===== src/rtl/lane_split_pkg.sv =====
package lane_split_pkg;

    typedef enum logic [1:0] {
        ST_IDLE   = 2'd0,
        ST_FIRST  = 2'd1,
        ST_SECOND = 2'd2
    } seq_state_e;

    // number of bytes an access moves; code 3 is treated as the widest size
    function automatic int size_bytes(input logic [1:0] sz, input int nb);
        case (sz)
            2'd0:    return 1;
            2'd1:    return 2;
            default: return nb;
        endcase
    endfunction

endpackage


===== src/rtl/lane_plan.sv =====
module lane_plan
    import lane_split_pkg::*;
#(
    parameter int DATA_W = 32,
    localparam int NB    = DATA_W / 8,
    localparam int OFF_W = $clog2(NB)
) (
    input  logic [OFF_W-1:0]  offset,
    input  logic [1:0]        size,
    input  logic [DATA_W-1:0] wdata,
    output logic [NB-1:0]     be_lo,
    output logic [NB-1:0]     be_hi,
    output logic [DATA_W-1:0] wd_lo,
    output logic [DATA_W-1:0] wd_hi,
    output logic              split
);
    int                  nbytes;
    logic [2*NB-1:0]     span;
    logic [2*DATA_W-1:0] wide;

    assign nbytes = size_bytes(size, NB);

    // lanes across two adjacent groups that the item occupies
    for (genvar j = 0; j < 2*NB; j++) begin : g_span
        assign span[j] = (j >= int'(offset)) && (j < int'(offset) + nbytes);
    end

    assign be_lo = span[NB-1:0];
    assign be_hi = span[2*NB-1:NB];
    assign split = |be_hi;

    assign wide  = {{DATA_W{1'b0}}, wdata} << {offset, 3'b000};
    assign wd_lo = wide[DATA_W-1:0];
    assign wd_hi = wide[2*DATA_W-1:DATA_W];

endmodule


===== src/rtl/read_merge.sv =====
module read_merge
    import lane_split_pkg::*;
#(
    parameter int DATA_W = 32,
    localparam int NB    = DATA_W / 8,
    localparam int OFF_W = $clog2(NB)
) (
    input  logic [DATA_W-1:0] lo,
    input  logic [DATA_W-1:0] hi,
    input  logic [OFF_W-1:0]  offset,
    input  logic [1:0]        size,
    output logic [DATA_W-1:0] rdata
);
    int                  nbytes;
    logic [2*DATA_W-1:0] shifted;

    assign nbytes  = size_bytes(size, NB);
    assign shifted = {hi, lo} >> {offset, 3'b000};

    for (genvar k = 0; k < NB; k++) begin : g_byte
        assign rdata[8*k +: 8] = (k < nbytes) ? shifted[8*k +: 8] : 8'h00;
    end

endmodule


===== src/rtl/lane_split_seq.sv =====
module lane_split_seq
    import lane_split_pkg::*;
#(
    parameter int ADDR_W = 20,
    parameter int DATA_W = 32,
    localparam int NB    = DATA_W / 8,
    localparam int OFF_W = $clog2(NB),
    localparam int IDX_W = ADDR_W - OFF_W
) (
    input  logic              clk,
    input  logic              rst_n,
    input  logic              req_valid,
    output logic              req_ready,
    input  logic              req_write,
    input  logic [1:0]        req_size,
    input  logic [ADDR_W-1:0] req_addr,
    input  logic [DATA_W-1:0] req_wdata,
    output logic              rsp_valid,
    output logic [DATA_W-1:0] rsp_rdata,
    output logic              bus_valid,
    input  logic              bus_ready,
    output logic              bus_write,
    output logic [ADDR_W-1:0] bus_addr,
    output logic [NB-1:0]     bus_be,
    output logic [DATA_W-1:0] bus_wdata,
    input  logic [DATA_W-1:0] bus_rdata
);
    typedef struct packed {
        seq_state_e        st;
        logic              wr;
        logic [1:0]        sz;
        logic [ADDR_W-1:0] addr;
        logic [DATA_W-1:0] wdata;
        logic [DATA_W-1:0] lo;
        logic [DATA_W-1:0] rdata;
        logic              rsp;
    } seq_regs_t;

    seq_regs_t r_d, r_q;

    logic [NB-1:0]     be_lo, be_hi;
    logic [DATA_W-1:0] wd_lo, wd_hi, merged, m_lo, m_hi;
    logic              split, second, ack;
    logic [IDX_W-1:0]  grp_idx;

    lane_plan #(.DATA_W(DATA_W)) i_plan (
        .offset (r_q.addr[OFF_W-1:0]),
        .size   (r_q.sz),
        .wdata  (r_q.wdata),
        .be_lo  (be_lo),
        .be_hi  (be_hi),
        .wd_lo  (wd_lo),
        .wd_hi  (wd_hi),
        .split  (split)
    );

    // a single-cycle read takes its lanes straight from the bus
    assign m_lo = split ? r_q.lo : bus_rdata;
    assign m_hi = split ? bus_rdata : '0;

    read_merge #(.DATA_W(DATA_W)) i_merge (
        .lo     (m_lo),
        .hi     (m_hi),
        .offset (r_q.addr[OFF_W-1:0]),
        .size   (r_q.sz),
        .rdata  (merged)
    );

    assign second    = (r_q.st == ST_SECOND);
    assign grp_idx   = r_q.addr[ADDR_W-1:OFF_W] + {{(IDX_W-1){1'b0}}, second};
    assign req_ready = (r_q.st == ST_IDLE);
    assign bus_valid = (r_q.st != ST_IDLE);
    assign bus_write = r_q.wr;
    assign bus_addr  = {grp_idx, {OFF_W{1'b0}}};
    assign bus_be    = second ? be_hi : be_lo;
    assign bus_wdata = second ? wd_hi : wd_lo;
    assign rsp_valid = r_q.rsp;
    assign rsp_rdata = r_q.rdata;
    assign ack       = bus_valid && bus_ready;

    always_comb begin
        r_d     = r_q;
        r_d.rsp = 1'b0;
        case (r_q.st)
            ST_IDLE: begin
                if (req_valid) begin
                    r_d.st    = ST_FIRST;
                    r_d.wr    = req_write;
                    r_d.sz    = req_size;
                    r_d.addr  = req_addr;
                    r_d.wdata = req_wdata;
                end
            end
            ST_FIRST: begin
                if (ack) begin
                    if (split) begin
                        r_d.st = ST_SECOND;
                        r_d.lo = bus_rdata;
                    end else begin
                        r_d.st    = ST_IDLE;
                        r_d.rsp   = 1'b1;
                        r_d.rdata = r_q.wr ? '0 : merged;
                    end
                end
            end
            ST_SECOND: begin
                if (ack) begin
                    r_d.st    = ST_IDLE;
                    r_d.rsp   = 1'b1;
                    r_d.rdata = r_q.wr ? '0 : merged;
                end
            end
            default: r_d.st = ST_IDLE;
        endcase
    end

    always_ff @(posedge clk or negedge rst_n) begin
        if (!rst_n) r_q <= '0;
        else        r_q <= r_d;
    end

    // every bus cycle is group-aligned and enables at least one lane
    a_r2_group_aligned: assert property (@(posedge clk) disable iff (!rst_n)
        bus_valid |-> (bus_addr[OFF_W-1:0] == '0) && (bus_be != '0));

    // a second cycle always starts at lane 0
    a_r3_second_low_lane: assert property (@(posedge clk) disable iff (!rst_n)
        second |-> bus_be[0]);

    // the first half of a split access reaches the top lane
    a_r3_first_top_lane: assert property (@(posedge clk) disable iff (!rst_n)
        (bus_valid && !second && split) |-> bus_be[NB-1]);

    // the second group follows the first, modulo the address space
    a_r6_next_group: assert property (@(posedge clk) disable iff (!rst_n)
        (second && $past(bus_valid && !second)) |->
            (bus_addr == ADDR_W'($past(bus_addr) + ADDR_W'(NB))));

    // a stalled bus cycle keeps its attributes
    a_r7_hold_on_stall: assert property (@(posedge clk) disable iff (!rst_n)
        (bus_valid && !bus_ready) |=> bus_valid && $stable(bus_addr) && $stable(bus_be)
            && $stable(bus_wdata) && $stable(bus_write));

    // no second request right after an acceptance
    a_r7_busy_after_accept: assert property (@(posedge clk) disable iff (!rst_n)
        (req_valid && req_ready) |=> !req_ready);

    // a response follows a bus handshake and lasts one cycle
    a_r8_rsp_after_ack: assert property (@(posedge clk) disable iff (!rst_n)
        rsp_valid |-> $past(bus_valid && bus_ready));

    a_r8_rsp_one_cycle: assert property (@(posedge clk) disable iff (!rst_n)
        rsp_valid |=> !rsp_valid);

endmodule


===== config.mk =====
export PLATFORM = sky130hd
export DESIGN_NAME = lane_split_seq
export DESIGN_NICKNAME = d
export VERILOG_FILES = /design/src/rtl/lane_split_pkg.sv /design/src/rtl/lane_plan.sv /design/src/rtl/read_merge.sv /design/src/rtl/lane_split_seq.sv
export SDC_FILE = /design/constraint.sdc
export NUM_CORES = 1
export LEC_CHECK = 0
export BUFFER_PORTS_ARGS = -buffer_cell sky130_fd_sc_hd__buf_2
export CAP_MARGIN = 5
export CORE_ASPECT_RATIO = 1.4
export CORE_MARGIN = 8
export CORE_UTILIZATION = 51
export DETAILED_ROUTE_END_ITERATION = 8
export PLACE_DENSITY_LB_ADDON = 0.25
export SYNTH_ARGS = -nofsm -noshare
export SYNTH_HDL_FRONTEND = slang
export SYNTH_SLANG_ARGS = --single-unit

===== constraint.sdc =====
create_clock -name clk -period 3.9 [get_ports clk]
set_input_delay 0.195 -clock clk [delete_from_list [all_inputs] [get_ports clk]]
set_output_delay 0.195 -clock clk [all_outputs]
set_load 0.005 [all_outputs]

Yosys cells after proc, flatten, opt, wreduce, memory -nomap -nowiden --
Cells that the tools add are included.
Word-level totals: register bits after elaboration 122, output and inout bits 92, word-level logic and storage cells 66
Operators by class: add/subtract/negate cells 2, magnitude comparators 15, eq/ne operators 7, shift operators 2, multiplexer cells 19, reduce and logical (&&, ||, !) cells 13
Operators with widths (number):
- less-than comparator 4 x 32 -> 1 bit, first input constant | 4
- 2-to-1 mux 32 bit | 4
- 2-to-1 mux 33 bit | 3
- one-hot mux 33 bit (2 select lines) | 1
- less-than comparator 3 x 32 -> 1 bit, first input constant | 2
- left shift 32 x 5 -> 64 bit | 1
- right shift 64 x 5 -> 32 bit | 1
- 2-to-1 mux 57 bit | 1
- adder 3 x 32 -> 32 bit | 1
- less-than comparator 1 x 32 -> 1 bit, first input constant | 1
- less-than comparator 2 x 32 -> 1 bit, first input constant | 1
- 2-to-1 mux 8 bit | 4
- adder 18 x 1 -> 18 bit | 1
- less-than comparator 1 x 3 -> 1 bit, first input constant | 2
- less-than comparator 2 x 3 -> 1 bit, first input constant | 2
- 2-to-1 mux 2 bit | 3
- inequality test 2 bit, second input constant | 3
- one-hot mux 2 bit (3 select lines) | 1
- one-hot mux 3 bit (2 select lines) | 1
- AND reduction 3 bit | 2
- equality test 2 x 1 -> 1 bit, second input constant | 2
- >= comparator 1 x 2 -> 1 bit, first input constant | 2
- logical AND 1 bit | 4
- zero test 2 bit | 2
- 8 further kinds | 9

Logic depth before layout (Yosys ltp) --
depth in word-level cells 12, gate-level depth with buffers 12

Modules after synthesis --
A second synthesis with hierarchy kept.
Unflattened totals: cell total of the unflattened synthesis 722, area, all modules 8160.3 um^2
Modules (own cells, without submodules):
- lane_split_seq | instances 1, cells an instance 472, area each 6173.4 um^2, seq. area each 3052.9 um^2
- lane_plan | instances 1, cells an instance 159, area each 1058.5 um^2, seq. area each 0.0 um^2
- read_merge | instances 1, cells an instance 91, area each 928.4 um^2, seq. area each 0.0 um^2

Worst setup path after synthesis --
OpenSTA, ideal clock, no wires.
path type register to register, from register r_q[98] in the netlist's numbering, to register r_q, in the netlist rsp_rdata[2], setup time 122 ps, arrival 3256 ps, required time 3778 ps, setup slack 522 ps, stages on the path, launching flop included 12, buffers on the path 4, clock period less this slack 3378 ps, cells stage by stage dfrtp_1 > clkbuf_1 > inv_1 > clkbuf_1 > buf_1 > fa_1 > xor2_2 > o21ai_4 > buf_4 > mux4_2 > or2_0 > a32o_1
Between the ends: word-level cells in the longest chain between the ends 10, elaborated cells on any way between the ends 17
RTL lines:
- from (decl) | RTL line lane_split_seq.sv:39 | seq_regs_t r_d, r_q;
- from (signal assigned) | RTL line lane_split_seq.sv:119 | else r_q <= r_d;
- adder 3 x 32 -> 32 bit | RTL line lane_plan.sv:25 | assign span[j] = (j >= int'(offset)) && (j < int'(offset) + nbytes);
- less-than comparator 4 x 32 -> 1 bit | RTL line lane_plan.sv:25
- OR reduction 4 bit | RTL line lane_plan.sv:30 | assign split = |be_hi;
- 2-to-1 mux 32 bit (on tied branches) | RTL line lane_split_seq.sv:58, lane_split_seq.sv:59
- right shift 64 x 5 -> 32 bit | RTL line read_merge.sv:18 | assign shifted = {hi, lo} >> {offset, 3'b000};
- 2-to-1 mux 8 bit | RTL line read_merge.sv:21 | assign rdata[8*k +: 8] = (k < nbytes) ? shifted[8*k +: 8] : 8'h00;
- 2-to-1 mux 32 bit | RTL line lane_split_seq.sv:102, lane_split_seq.sv:110
- 2-to-1 mux 33 bit | RTL line lane_split_seq.sv:96 | if (split) begin
- 2-to-1 mux 33 bit | RTL line lane_split_seq.sv:95 | if (ack) begin
- one-hot mux 33 bit (2 select lines) | RTL line lane_split_seq.sv:84 | case (r_q.st)
Several ways; a longest one is shown, not always the timed one. The select of a mux whose other input is x is not followed. A chain may end at the register's enable or synchronous reset.

Worst setup path after layout --
from register r_q[118] in the netlist's numbering, to register r_q, in the netlist rsp_rdata[7]
Between the ends: word-level cells in the longest chain between the ends 12, elaborated cells on any way between the ends 21
RTL lines:
- equality test 2 x 1 -> 1 bit or zero test 2 bit (tied branches) | RTL line lane_split_pkg.sv:11 | case (sz)
- one-hot mux 3 bit (2 select lines) * | RTL line lane_split_pkg.sv:11
- adder 3 x 32 -> 32 bit | RTL line lane_plan.sv:25
- less-than comparator 4 x 32 -> 1 bit | RTL line lane_plan.sv:25
- OR reduction 4 bit | RTL line lane_plan.sv:30
- 2-to-1 mux 32 bit (on tied branches) | RTL line lane_split_seq.sv:58, lane_split_seq.sv:59
- right shift 64 x 5 -> 32 bit | RTL line read_merge.sv:18
- 2-to-1 mux 8 bit | RTL line read_merge.sv:21
- 2-to-1 mux 32 bit | RTL line lane_split_seq.sv:102, lane_split_seq.sv:110
- 2-to-1 mux 33 bit | RTL line lane_split_seq.sv:96
- 2-to-1 mux 33 bit | RTL line lane_split_seq.sv:95
- one-hot mux 33 bit (2 select lines) | RTL line lane_split_seq.sv:84
Every way passes the cells marked *; elsewhere a longest branch is shown, timed or not. The select of a mux whose other input is x is not followed.

==> run metrics <==
outcome=finished, final reports clean; TritonCTS Sinks=122; crit path capture type=flop; Worst Setup Start Kind=flop; average wire per cell in the routed design=20.6 um; residual antenna-violating net count after detailed routing=0; power per cell area=997 nW/um^2; start-to-end type of the worst setup path=flop to flop; worst vdd ir=0.000552 V; synthesized area per cell=roughly 11 sq um; fraction of final layout cells with drive strength greater than 1=0.449; antenna violations before repair=2; Synth-to-Final Area Change=20.3%; Relative slew margins=0.413; number of enable flip-flop cells after synthesis=0; Final GP Congestion=0.859; Clock Path Buffers=2; via count of the first global-routing pass=6,445; terminating pin of the worst hold path=r_q[107]$_DFFE_PN0P_; number of endpoints failing setup at the final stage=0; Post-Synthesis Cells=658; Skew-Pair Late Insertion Delay=between 0.4 and 0.5 ns; cts bufs inserted=17; Die X=~120 um; Site Rows=52; min setup slack post-route=0.338 ns; wire length of the first global-routing pass=approximately 33,000 um; share of power burned in registers=0.263; synthesis-stage register bit count=122; Max Slew Vio Count=0; pin count of the biggest net entering global routing=68; maximum level of the CTS H-tree=4; number of vias per cell=5.83; clock tree from TritonCTS=done; reg2reg start=r_q[118]$_DFFE_PN0P_; LEAKAGE=approximately 0.0041 uW; GRT Total Usage=0.221; DRC errors left=0; maximum achievable frequency=between 200 and 300 MHz; commonest register cell after synthesis=sky130_fd_sc_hd__dfrtp_1; max capacitance violation total=0; Via Count=5,868; distinct cell type count after synthesis=56; HPWL after detailed placement=15,200 um; arrival time of data at the critical path endpoint=between 3 and 4 ns; worst-case setup slack after placement=0.351 ns; Worst Setup SP=r_q[118]$_DFFE_PN0P_; reg-to-reg setup timing slack=between 0.3 and 0.4 ns; hold crit path type=input pin to flop; shortest period the worst path allows=3.56 ns; Switching Share=0.406; initial cell density of the core=0.516; synthesized area=7420 sq um; Internal=5290 uW; transition time of the tightest slew-check pin=0.880 ns; overflow left after global routing=0; number of cell instances on the worst register-to-register path=10; clk slew on worst S/H paths=0.06 ns; number of cells upsized or downsized after cts=0; first-pass iteration count of the detailed router=5; Post-synth ARST share=1.00; post-placement cell area=8270 sq um; reg-to-reg endpoint=rsp_rdata[7]$_DFFE_PN0P_; Finished Cell Area=8930 sq um; count of pins on the block boundary=183; # nets final=903; Comb power frac=0.559; number of stages on the worst hold path=2; root buf cell=sky130_fd_sc_hd__clkbuf_16; Clock power frac=0.178; number of warnings issued by yosys=0; register area share after synthesis=0.411; switching component of the power=~3600 uW; Hold Vio Cnt, Final=0; final wirelength=20,700 um; Die Span Y=around 160 um; RSZ-0062 raised after global routing=false; area enclosed by the die boundary=18,700 sq um; critical path required time=4.24 ns; ratio of final minimum period to clock period=0.913; core area=roughly 14,000 sq um; non-filler cells in the finished layout=approximately 1,000; clock tree skew after final layout=0.0120 ns; Hold Startpoint=req_addr[10]; Total Neg Setup Slack=0 ns; Buffers on Ports=180; starting DRC count in detailed routing=376; peak fanout along the critical path=16; number of placed instances with taps included=967
[Yosys cell counts, types with 2 or more instances]
library cell                instances  area share
sky130_fd_sc_hd__dfrtp_1          122        0.41
sky130_fd_sc_hd__mux2_2            91        0.14
sky130_fd_sc_hd__nand2_1           70       0.035
sky130_fd_sc_hd__mux2i_1           43       0.058
sky130_fd_sc_hd__buf_4             35       0.035
sky130_fd_sc_hd__o21ai_0           32       0.022
sky130_fd_sc_hd__mux4_2            25       0.076
sky130_fd_sc_hd__clkbuf_1          23       0.012
sky130_fd_sc_hd__nand3_1           15       0.010
sky130_fd_sc_hd__nor2_1            15      0.0076
sky130_fd_sc_hd__and2_1            14       0.012
sky130_fd_sc_hd__buf_2             13      0.0088
sky130_fd_sc_hd__a211oi_1          11       0.011
sky130_fd_sc_hd__inv_1             10      0.0051
sky130_fd_sc_hd__xnor2_1            9       0.011
sky130_fd_sc_hd__a22o_1             8      0.0094
sky130_fd_sc_hd__ha_1               8       0.013
sky130_fd_sc_hd__o211ai_1           8      0.0081
sky130_fd_sc_hd__o211ai_2           8       0.013
sky130_fd_sc_hd__o22ai_1            8      0.0067
sky130_fd_sc_hd__xor2_1             7      0.0083
sky130_fd_sc_hd__a21oi_1            6      0.0040
sky130_fd_sc_hd__a221o_1            6      0.0081
sky130_fd_sc_hd__buf_1              6      0.0030
sky130_fd_sc_hd__nor3_1             6      0.0040
sky130_fd_sc_hd__and3_1             5      0.0042
sky130_fd_sc_hd__o21a_1             5      0.0051
sky130_fd_sc_hd__a2bb2oi_1          4      0.0047
sky130_fd_sc_hd__nand2b_1           4      0.0034
sky130_fd_sc_hd__nand4_1            4      0.0034
sky130_fd_sc_hd__a31oi_1            3      0.0025
sky130_fd_sc_hd__a32o_1             3      0.0040
sky130_fd_sc_hd__a21o_1             2      0.0020
sky130_fd_sc_hd__maj3_1             2      0.0027
sky130_fd_sc_hd__nor2b_1            2      0.0017
sky130_fd_sc_hd__o22a_1             2      0.0024
sky130_fd_sc_hd__o31ai_1            2      0.0020
sky130_fd_sc_hd__or2_0              2      0.0017
sky130_fd_sc_hd__or2_2              2      0.0017
[layer usage]
layer / vias up / global-route usage / part of all wire
li1: 2667 / - / -
met1: 2944 / 0.232 / 0.38
met2: 224 / 0.400 / 0.53
met3: 31 / 0.0646 / 0.072
met4: 2 / 0.0988 / 0.022
met5: - / 0 / 0.00063
[cells in the final DEF, fill, tap and decap left out, drive strengths merged, types with 3 or more instances in the layout]
master / Yosys / final
nand3: 15 / 15
dlygate4sd3: 0 / 6
mux2i: 43 / 43
and2: 14 / 14
ha: 8 / 8
nand4: 4 / 4
clkinvlp: 0 / 4
a31oi: 3 / 3
o211ai: 16 / 16
o21ai: 33 / 33
or2: 4 / 4
o21a: 6 / 6
o22ai: 8 / 8
a21oi: 6 / 6
a22o: 8 / 8
a2111oi: 3 / 3
clkbuf: 23 / 19
nand2: 70 / 70
a221o: 6 / 6
dfrtp: 122 / 122
nor3: 7 / 7
xor2: 8 / 8
nor2: 15 / 15
and3: 5 / 5
a32o: 3 / 3
a2bb2oi: 4 / 4
inv: 10 / 12
xnor2: 9 / 9
buf: 55 / 197
a211oi: 11 / 11
nand2b: 4 / 4
mux4: 25 / 25
clkinv: 0 / 5
mux2: 91 / 91
[power by group through the flow]
stage	Sequential, uW	Clock, uW	Combinational, uW
after detailed placement	2350	0	4990
final	2340	1590	4980
after global placement	2310	0	4840
after global routing	2410	1670	5430
after CTS	2340	1610	5030
after floorplan	2180	0	3760
[layout make-up]
| class | count | area, sq um |
|---|---|---|
| Tap cell | 189 | 236 |
| Inverter | 10 | 37.5 |
| Antenna cell | 1 | 2.50 |
| Multi-Input combinational cell | 449 | 3900 |
| Clock buffer | 19 | 453 |
| Clock inverter | 13 | 144 |
| Fill cell | 1173 | 5450 |
| Timing Repair Buffer | 203 | 1100 |
| Sequential cell | 122 | 3060 |
[registers in the layout, indices dropped and copies added (netlist names)]
register / flops
r_q: 88
rsp_rdata: 32
rsp_valid: 1
bus_write: 1
[through the flow]
stage | hold slack (ns) | power [uW] | utilization
after detailed placement | 0.363 | 7340 | 0.575
final | 0.0130 | 8910 | 0.621
after global placement | 0.355 | 7150 | 0.575
after floorplan | -0.101 | 5940 | -
after global routing | 0.00263 | 9500 | 0.621
after CTS | 0.00129 | 8970 | 0.617
[kinds of logic (layout without fill, tap and decap cells)]
logic type      count (synthesis)  after routing  synth area share
mux                           159            159             0.272
flops                         122            122             0.411
buf+inv                        88            245            0.0654
xor+xnor                       17             17            0.0211
simple gates                  145            145            0.0919
compound gates                115            115             0.119
other cells                     1              3          0.000505
fa+ha+maj                      11             11            0.0189
[repair_timing]
item                                   CTS  global route
endpoints found under the hold margin   65             5
setup buffers                            0             0
hold buffers                             1             5
[how the worst max path moves through the flow]
| stage | end | slack (ns) | cells after the start |
|---|---|---|---|
| 6_report | rsp_rdata[7]$_DFFE_PN0P_ | 0.34 | 10 |
| 3_3_place_gp | rsp_rdata[15]$_DFFE_PN0P_ | 0.61 | 10 |
| 5_1_grt | rsp_rdata[7]$_DFFE_PN0P_ | 0.15 | 10 |
| 4_1_cts | rsp_rdata[7]$_DFFE_PN0P_ | 0.34 | 10 |
| 3_5_place_dp | rsp_rdata[7]$_DFFE_PN0P_ | 0.35 | 10 |
| 2_1_floorplan | rsp_rdata[2]$_DFFE_PN0P_ | 0.52 | 11 |
[critical path, cell delays in order (launching register included)]
cell and delay [ns]:
sky130_fd_sc_hd__dfrtp_1 0.41, sky130_fd_sc_hd__nor2_1 0.38, sky130_fd_sc_hd__ha_1 0.29, sky130_fd_sc_hd__inv_1 0.07, sky130_fd_sc_hd__fa_1 0.53, sky130_fd_sc_hd__nor2b_1 0.32
sky130_fd_sc_hd__o21a_2 0.47, sky130_fd_sc_hd__buf_4 0.25, sky130_fd_sc_hd__a211oi_1 0.06, sky130_fd_sc_hd__a2111oi_0 0.52, sky130_fd_sc_hd__a221o_1 0.17
No activity file was read; power rests on OpenSTA's default activity.
